[src/rtl/fg_pkg.sv]
package fg_pkg;

  // Strobes from the control path to the datapath.
  typedef struct packed {
    logic timerClr;   // return timer to zero
    logic timerInc;   // advance timer by one pulse
    logic latchSet;   // trip the shutdown latch
    logic latchClr;   // release the shutdown latch
  } fgStrobe_t;

  // Coarse operating phase, derived each cycle by the control path.
  typedef enum logic [2:0] {
    PH_UNDERVOLT = 3'd0,
    PH_RAMPING   = 3'd1,
    PH_WATCH     = 3'd2,
    PH_TIMING    = 3'd3,
    PH_TRIPPED   = 3'd4
  } fgPhase_t;

endpackage

[src/rtl/fg_datapath.sv]
module fg_datapath
  import fg_pkg::*;
#(
  parameter int NUM_RAILS     = 3,
  parameter int TIMEOUT_TICKS = 50000
) (
  input  logic                 clk,
  input  logic                 rstN,
  input  fgStrobe_t            strobe,
  input  logic [NUM_RAILS-1:0] regReq,
  input  logic                 switchReq,
  input  logic                 refReq,
  output logic                 termCount,
  output logic                 latched,
  output logic [NUM_RAILS-1:0] regEnable,
  output logic                 switchEnable,
  output logic                 refEnable
);

  localparam int CNT_W = (TIMEOUT_TICKS > 1) ? $clog2(TIMEOUT_TICKS) : 1;
  localparam logic [CNT_W-1:0] LAST_CNT = CNT_W'(TIMEOUT_TICKS - 1);

  logic [CNT_W-1:0] tickCnt;
  logic             latchQ;

  // Consecutive-pulse counter.
  always_ff @(posedge clk or negedge rstN) begin
    if (!rstN) begin
      tickCnt <= '0;
    end else if (strobe.timerClr) begin
      tickCnt <= '0;
    end else if (strobe.timerInc) begin
      tickCnt <= tickCnt + CNT_W'(1);
    end
  end

  assign termCount = (tickCnt == LAST_CNT);

  // Shutdown latch; release has priority over set.
  always_ff @(posedge clk or negedge rstN) begin
    if (!rstN) begin
      latchQ <= 1'b0;
    end else if (strobe.latchClr) begin
      latchQ <= 1'b0;
    end else if (strobe.latchSet) begin
      latchQ <= 1'b1;
    end
  end

  assign latched = latchQ;

  // Per-rail gating of regulator enables.
  for (genvar gi = 0; gi < NUM_RAILS; gi++) begin : g_gate
    assign regEnable[gi] = regReq[gi] & ~latchQ;
  end

  assign switchEnable = switchReq & ~latchQ;
  assign refEnable    = refReq;

endmodule

[src/rtl/fg_control.sv]
module fg_control
  import fg_pkg::*;
#(
  parameter int NUM_RAILS = 3
) (
  input  logic [NUM_RAILS-1:0] railFault,
  input  logic                 usTick,
  input  logic                 softStartActive,
  input  logic                 supplyOk,
  input  logic                 termCount,
  input  logic                 latched,
  output fgStrobe_t            strobe,
  output fgPhase_t             phase
);

  // OR-reduce the rail flags through an explicit chain.
  logic [NUM_RAILS:0] orChain;
  assign orChain[0] = 1'b0;
  for (genvar gi = 0; gi < NUM_RAILS; gi++) begin : g_or
    assign orChain[gi+1] = orChain[gi] | railFault[gi];
  end

  logic anyFault;
  logic faultQual;

  assign anyFault = orChain[NUM_RAILS];

  always_comb begin
    if (!supplyOk) begin
      phase = PH_UNDERVOLT;
    end else if (latched) begin
      phase = PH_TRIPPED;
    end else if (softStartActive) begin
      phase = PH_RAMPING;
    end else if (anyFault) begin
      phase = PH_TIMING;
    end else begin
      phase = PH_WATCH;
    end
  end

  assign faultQual = (phase == PH_TIMING);

  always_comb begin
    strobe          = '0;
    strobe.latchClr = (phase == PH_UNDERVOLT);
    strobe.timerClr = ~faultQual;
    strobe.timerInc = faultQual & usTick & ~termCount;
    strobe.latchSet = faultQual & usTick & termCount;
  end

endmodule

[src/rtl/fault_guard.sv]
module fault_guard
  import fg_pkg::*;
#(
  parameter int NUM_RAILS     = 3,
  parameter int TIMEOUT_TICKS = 50000
) (
  input  logic                 clk,
  input  logic                 rstN,
  input  logic                 usTick,
  input  logic [NUM_RAILS-1:0] railFault,
  input  logic                 softStartActive,
  input  logic                 supplyOk,
  input  logic [NUM_RAILS-1:0] regReq,
  input  logic                 switchReq,
  input  logic                 refReq,
  output logic [NUM_RAILS-1:0] regEnable,
  output logic                 switchEnable,
  output logic                 refEnable,
  output logic                 faultLatched
);

  fgStrobe_t strobe;
  fgPhase_t  phase;
  logic      termCount;
  logic      latched;

  fg_control #(.NUM_RAILS(NUM_RAILS)) ctrl_i (
    .railFault       (railFault),
    .usTick          (usTick),
    .softStartActive (softStartActive),
    .supplyOk        (supplyOk),
    .termCount       (termCount),
    .latched         (latched),
    .strobe          (strobe),
    .phase           (phase)
  );

  fg_datapath #(
    .NUM_RAILS     (NUM_RAILS),
    .TIMEOUT_TICKS (TIMEOUT_TICKS)
  ) dp_i (
    .clk          (clk),
    .rstN         (rstN),
    .strobe       (strobe),
    .regReq       (regReq),
    .switchReq    (switchReq),
    .refReq       (refReq),
    .termCount    (termCount),
    .latched      (latched),
    .regEnable    (regEnable),
    .switchEnable (switchEnable),
    .refEnable    (refEnable)
  );

  assign faultLatched = latched;

endmodule

[config.mk]
export PLATFORM = sky130hd
export DESIGN_NAME = fault_guard
export DESIGN_NICKNAME = d
export VERILOG_FILES = /design/src/rtl/fg_pkg.sv /design/src/rtl/fg_datapath.sv /design/src/rtl/fg_control.sv /design/src/rtl/fault_guard.sv
export SDC_FILE = /design/constraint.sdc
export NUM_CORES = 1
export LEC_CHECK = 0
export BUFFER_PORTS_ARGS = -buffer_cell sky130_fd_sc_hd__buf_2
export CAP_MARGIN = 0
export CELL_PAD_IN_SITES_DETAIL_PLACEMENT = 1
export CELL_PAD_IN_SITES_GLOBAL_PLACEMENT = 1
export CORE_MARGIN = 2
export CORE_UTILIZATION = 38
export DETAILED_ROUTE_END_ITERATION = 8
export PLACE_DENSITY = 0.77
export SYNTH_ARGS = -nofsm -noshare
export SYNTH_HDL_FRONTEND = slang
export SYNTH_SLANG_ARGS = --single-unit
[constraint.sdc]
create_clock -name clk -period 3.38 [get_ports clk]
set_input_delay 0.507 -clock clk [delete_from_list [all_inputs] [get_ports clk]]
set_output_delay 0.507 -clock clk [all_outputs]
set_load 0.05 [all_outputs]
==> load_flow_metrics.sql <==
INSERT INTO impl_metrics (metric_group, metric, value, unit) VALUES
('synth', 'syn_area', '945', 'um^2'),
('clocking', 'cts_setup_buffers', '0', ''),
('synth', 'synth-seq-cells', '17', ''),
('floorplan', 'die-height', '53.9', 'um'),
('global_routing', 'grt_antenna_before_repair', '0', ''),
('route', 'drtIter0Drc', '7', ''),
('synth', 'complex_gate_fraction_of_the_synthesized_area', '9.40', '%'),
('pwr', 'p_leak', '0.474', 'nW'),
('timing', 'hold_ws', '0.119', 'ns'),
('floorplan', 'initial_core_util', '39.2', '%'),
('worst_setup_path', 'cp.arrival', '2.05', 'ns'),
('floorplan', 'ios', '19', ''),
('route', 'met3RoutedLength', '33', 'um'),
('timing', 'rsz0062_at_grt', 'no', ''),
('synth', 'synthesis.instances', '101', ''),
('floorplan', 'design.die.area', '0.00290', 'mm^2'),
('floorplan', 'core_area', '0.00241', 'mm^2'),
('route', 'routed_wl', '2.27', 'mm'),
('global_routing', 'grtUsageTotal', '17.6', '%'),
('timing', 'timing.fmax', '550', 'MHz'),
('route', 'routed.top_layer', 'met4', ''),
('timing', 'setup-tns-final', '0', 'ns'),
('clocking', 'cts_num_sinks', '17', ''),
('final_layout', 'final_nets', '133', ''),
('worst_setup_path', 'cp_max_fo', '13', ''),
('timing', 'finalHoldViolations', '0', ''),
('timing', 'post-route-min-period', '1.82', 'ns'),
('synth', 'post_synthesis_average_cell_area', '9.35', 'um^2'),
('route', 'detail_route.wirelength.met1', '1.02', 'mm'),
('clocking', 'cts_tree', 'built', ''),
('clocking', 'number_of_hold_repair_buffers_added_at_the_cts_stage', '0', ''),
('pwr', 'peakVddDrop', '0.000203', 'V'),
('route', 'wl_met2', '1.20', 'mm'),
('run_status', 'run_status', 'complete, no violations', ''),
('route', 'route.detailed.vias_per_inst', '5.73', ''),
('timing', 'total_setup_violations_reported_at_the_end_of_the_flow', '0', ''),
('flow_run', 'max_cap_viol_count', '0', ''),
('clocking', 'tritoncts.num_buffers', '3', ''),
('clocking', 'root_buffer', 'clkbuf_4', ''),
('timing', 'setup_clock_skew_after_layout', '0.00136', 'ns'),
('place', 'port-buffer-count', '16', ''),
('timing', 'timing.final.crit_share', '53.8', '%'),
('final_layout', 'ratio_of_cells_with_drive_above_1_in_the_final_layout', '17.8', '%'),
('worst_setup_path', 'worst-endpoint-required', '3.61', 'ns'),
('synth', 'ys_seq_area_share', '45.0', '%'),
('worst_setup_path', 'crit_path_end_kind', 'register', ''),
('synth', 'synthesis.yosys.warnings', '0', ''),
('route', 'post-route-drc-count', '0', ''),
('synth', 'post_synth_mux_area_share', '2.12', '%'),
('global_routing', 'overflow', '0', ''),
('synth', 'post_synthesis_adder_cell_area_fraction', '1.32', '%'),
('final_layout', 'final_common_cell', 'dfrtp_1', ''),
('synth', 'mappedNetlistNets', '115', ''),
('synth', 'largest_family_of_logic_cells_by_synthesized_area', 'simple AND/OR/NAND/NOR gates', ''),
('final_layout', 'mostFrequentLayoutCells', '17 x dfrtp_1, 16 x buf_2, 8 x nor2_1, 8 x nand4_1', ''),
('global_routing', 'wire_length_of_the_first_global_routing_pass', '3.61', 'mm'),
('route', 'via_count_of_the_routed_design', '848', ''),
('clocking', 'htree_num_levels', '1', ''),
('pwr', 'totalPowerFinal', '0.352', 'mW'),
('timing', 'slew_headroom', '72.6', '%'),
('clocking', 'path_clk_slew', '0.10', 'ns'),
('place', 'place_hpwl', '1.77', 'mm'),
('clocking', 'worstSkewPairLatency', '0.29', 'ns'),
('pwr', 'p_per_area', '328', 'mW/mm^2'),
('final_layout', 'final-seq-area', '425', 'um^2'),
('route', 'detailedRoute.firstPassIterationCount', '3', ''),
('place', 'place_congestion', '0.768', ''),
('worst_setup_path', 'worst_setup_path_class', 'register to register', ''),
('synth', 'synth_simple_gate_area_share', '34.6', '%'),
('final_layout', 'flow.area_growth_from_synthesis', '13.6', '%'),
('global_routing', 'grt_max_degree', '18', '');
## Yosys cell counts
cell	count	area, um^2
and4b_1	1	10.0
nand3_1	6	30.0
dfrtp_1	17	425
nor3_1	2	10.0
or3_1	7	43.8
clkbuf_1	2	7.51
and4_1	3	26.3
nand2_1	7	26.3
or4_1	1	7.51
and3_1	2	12.5
ha_1	1	12.5
xor2_1	5	43.8
inv_1	1	3.75
mux2i_1	2	20.0
xnor2_1	1	8.76
a31oi_1	1	6.26
buf_4	1	7.51
and2b_1	4	30.0
or2_4	1	8.76
nor4b_1	2	17.5
o21ai_0	7	35.0
nor2b_1	1	6.26
a21oi_1	6	30.0
nand4_1	8	50.1
o211ai_1	1	7.51
nor4_1	1	6.26
or3b_4	1	11.3
a41o_1	1	10.0
nor2_1	8	30.0
## per-stage QoR
step,cell area (um^2),cells,util [%],worst slack (ns)
floorplan,945,101,-,1.48
global placement,1050,144,43.5,1.43
detailed placement,1050,144,43.5,1.39
CTS,1070,148,44.5,1.55
global route,1070,148,44.5,1.51
finish,1070,148,44.5,1.56
## worst max-delay path, cell delays in order, from the launching register on
cell and delay [ns]:
dfrtp_1 0.44, or3b_4 0.41, or2_4 0.31, or4_1 0.52
nand2_1 0.08
## cells by family (layout without fill, tap and decap cells)
| logic type | Yosys count | count (layout) |
|---|---|---|
| flops | 17 | 17 |
| buf+inv | 4 | 21 |
| compound gates | 16 | 16 |
| xor+xnor | 6 | 6 |
| fa+ha+maj | 1 | 1 |
| mux | 2 | 2 |
| simple gates | 55 | 55 |
## routing by layer
layer | up-vias | track usage, %
met5 | - | 0
met4 | 0 | 5.98
met3 | 2 | 3.33
met2 | 4 | 29.3
met1 | 430 | 22.8
li1 | 412 | -
## registers in the layout, indices dropped and copies added, names as in the netlist
| name | cells |
|---|---|
| dp_i.latched | 1 |
| dp_i.tickCnt | 16 |
## worst paths after layout
check / from / to / slack, ns / depth (start not counted)
max: dp_i.latched / dp_i.tickCnt[12] / 1.56 / 4
min in group clk: supplyOk / dp_i.latched / 0.45 / 2
max in group asynchronous: rstN / dp_i.tickCnt[10] / 2.99 / 1
min reg2reg: dp_i.tickCnt[15] / dp_i.tickCnt[15] / 0.52 / 1
min: rstN / dp_i.tickCnt[8] / 0.12 / 1
max reg2reg: dp_i.latched / dp_i.tickCnt[12] / 1.56 / 4
## power breakdown
group | internal (mW) | leakage [nW] | switching, mW
registers | 0.204 | 0.237 | 0.000812
clock network | 0.0459 | 0.0150 | 0.0652
logic | 0.0114 | 0.222 | 0.0248
## final cells by class
class / instances / share of cell area [%]
multi-input cells: 80 / 46.6
flip-flops and latches: 17 / 39.6
repair buffers: 16 / 7.46
well taps: 30 / 3.50
clock buffers: 4 / 2.45
inverters: 1 / 0.350
(Power assumes the default switching activity.)
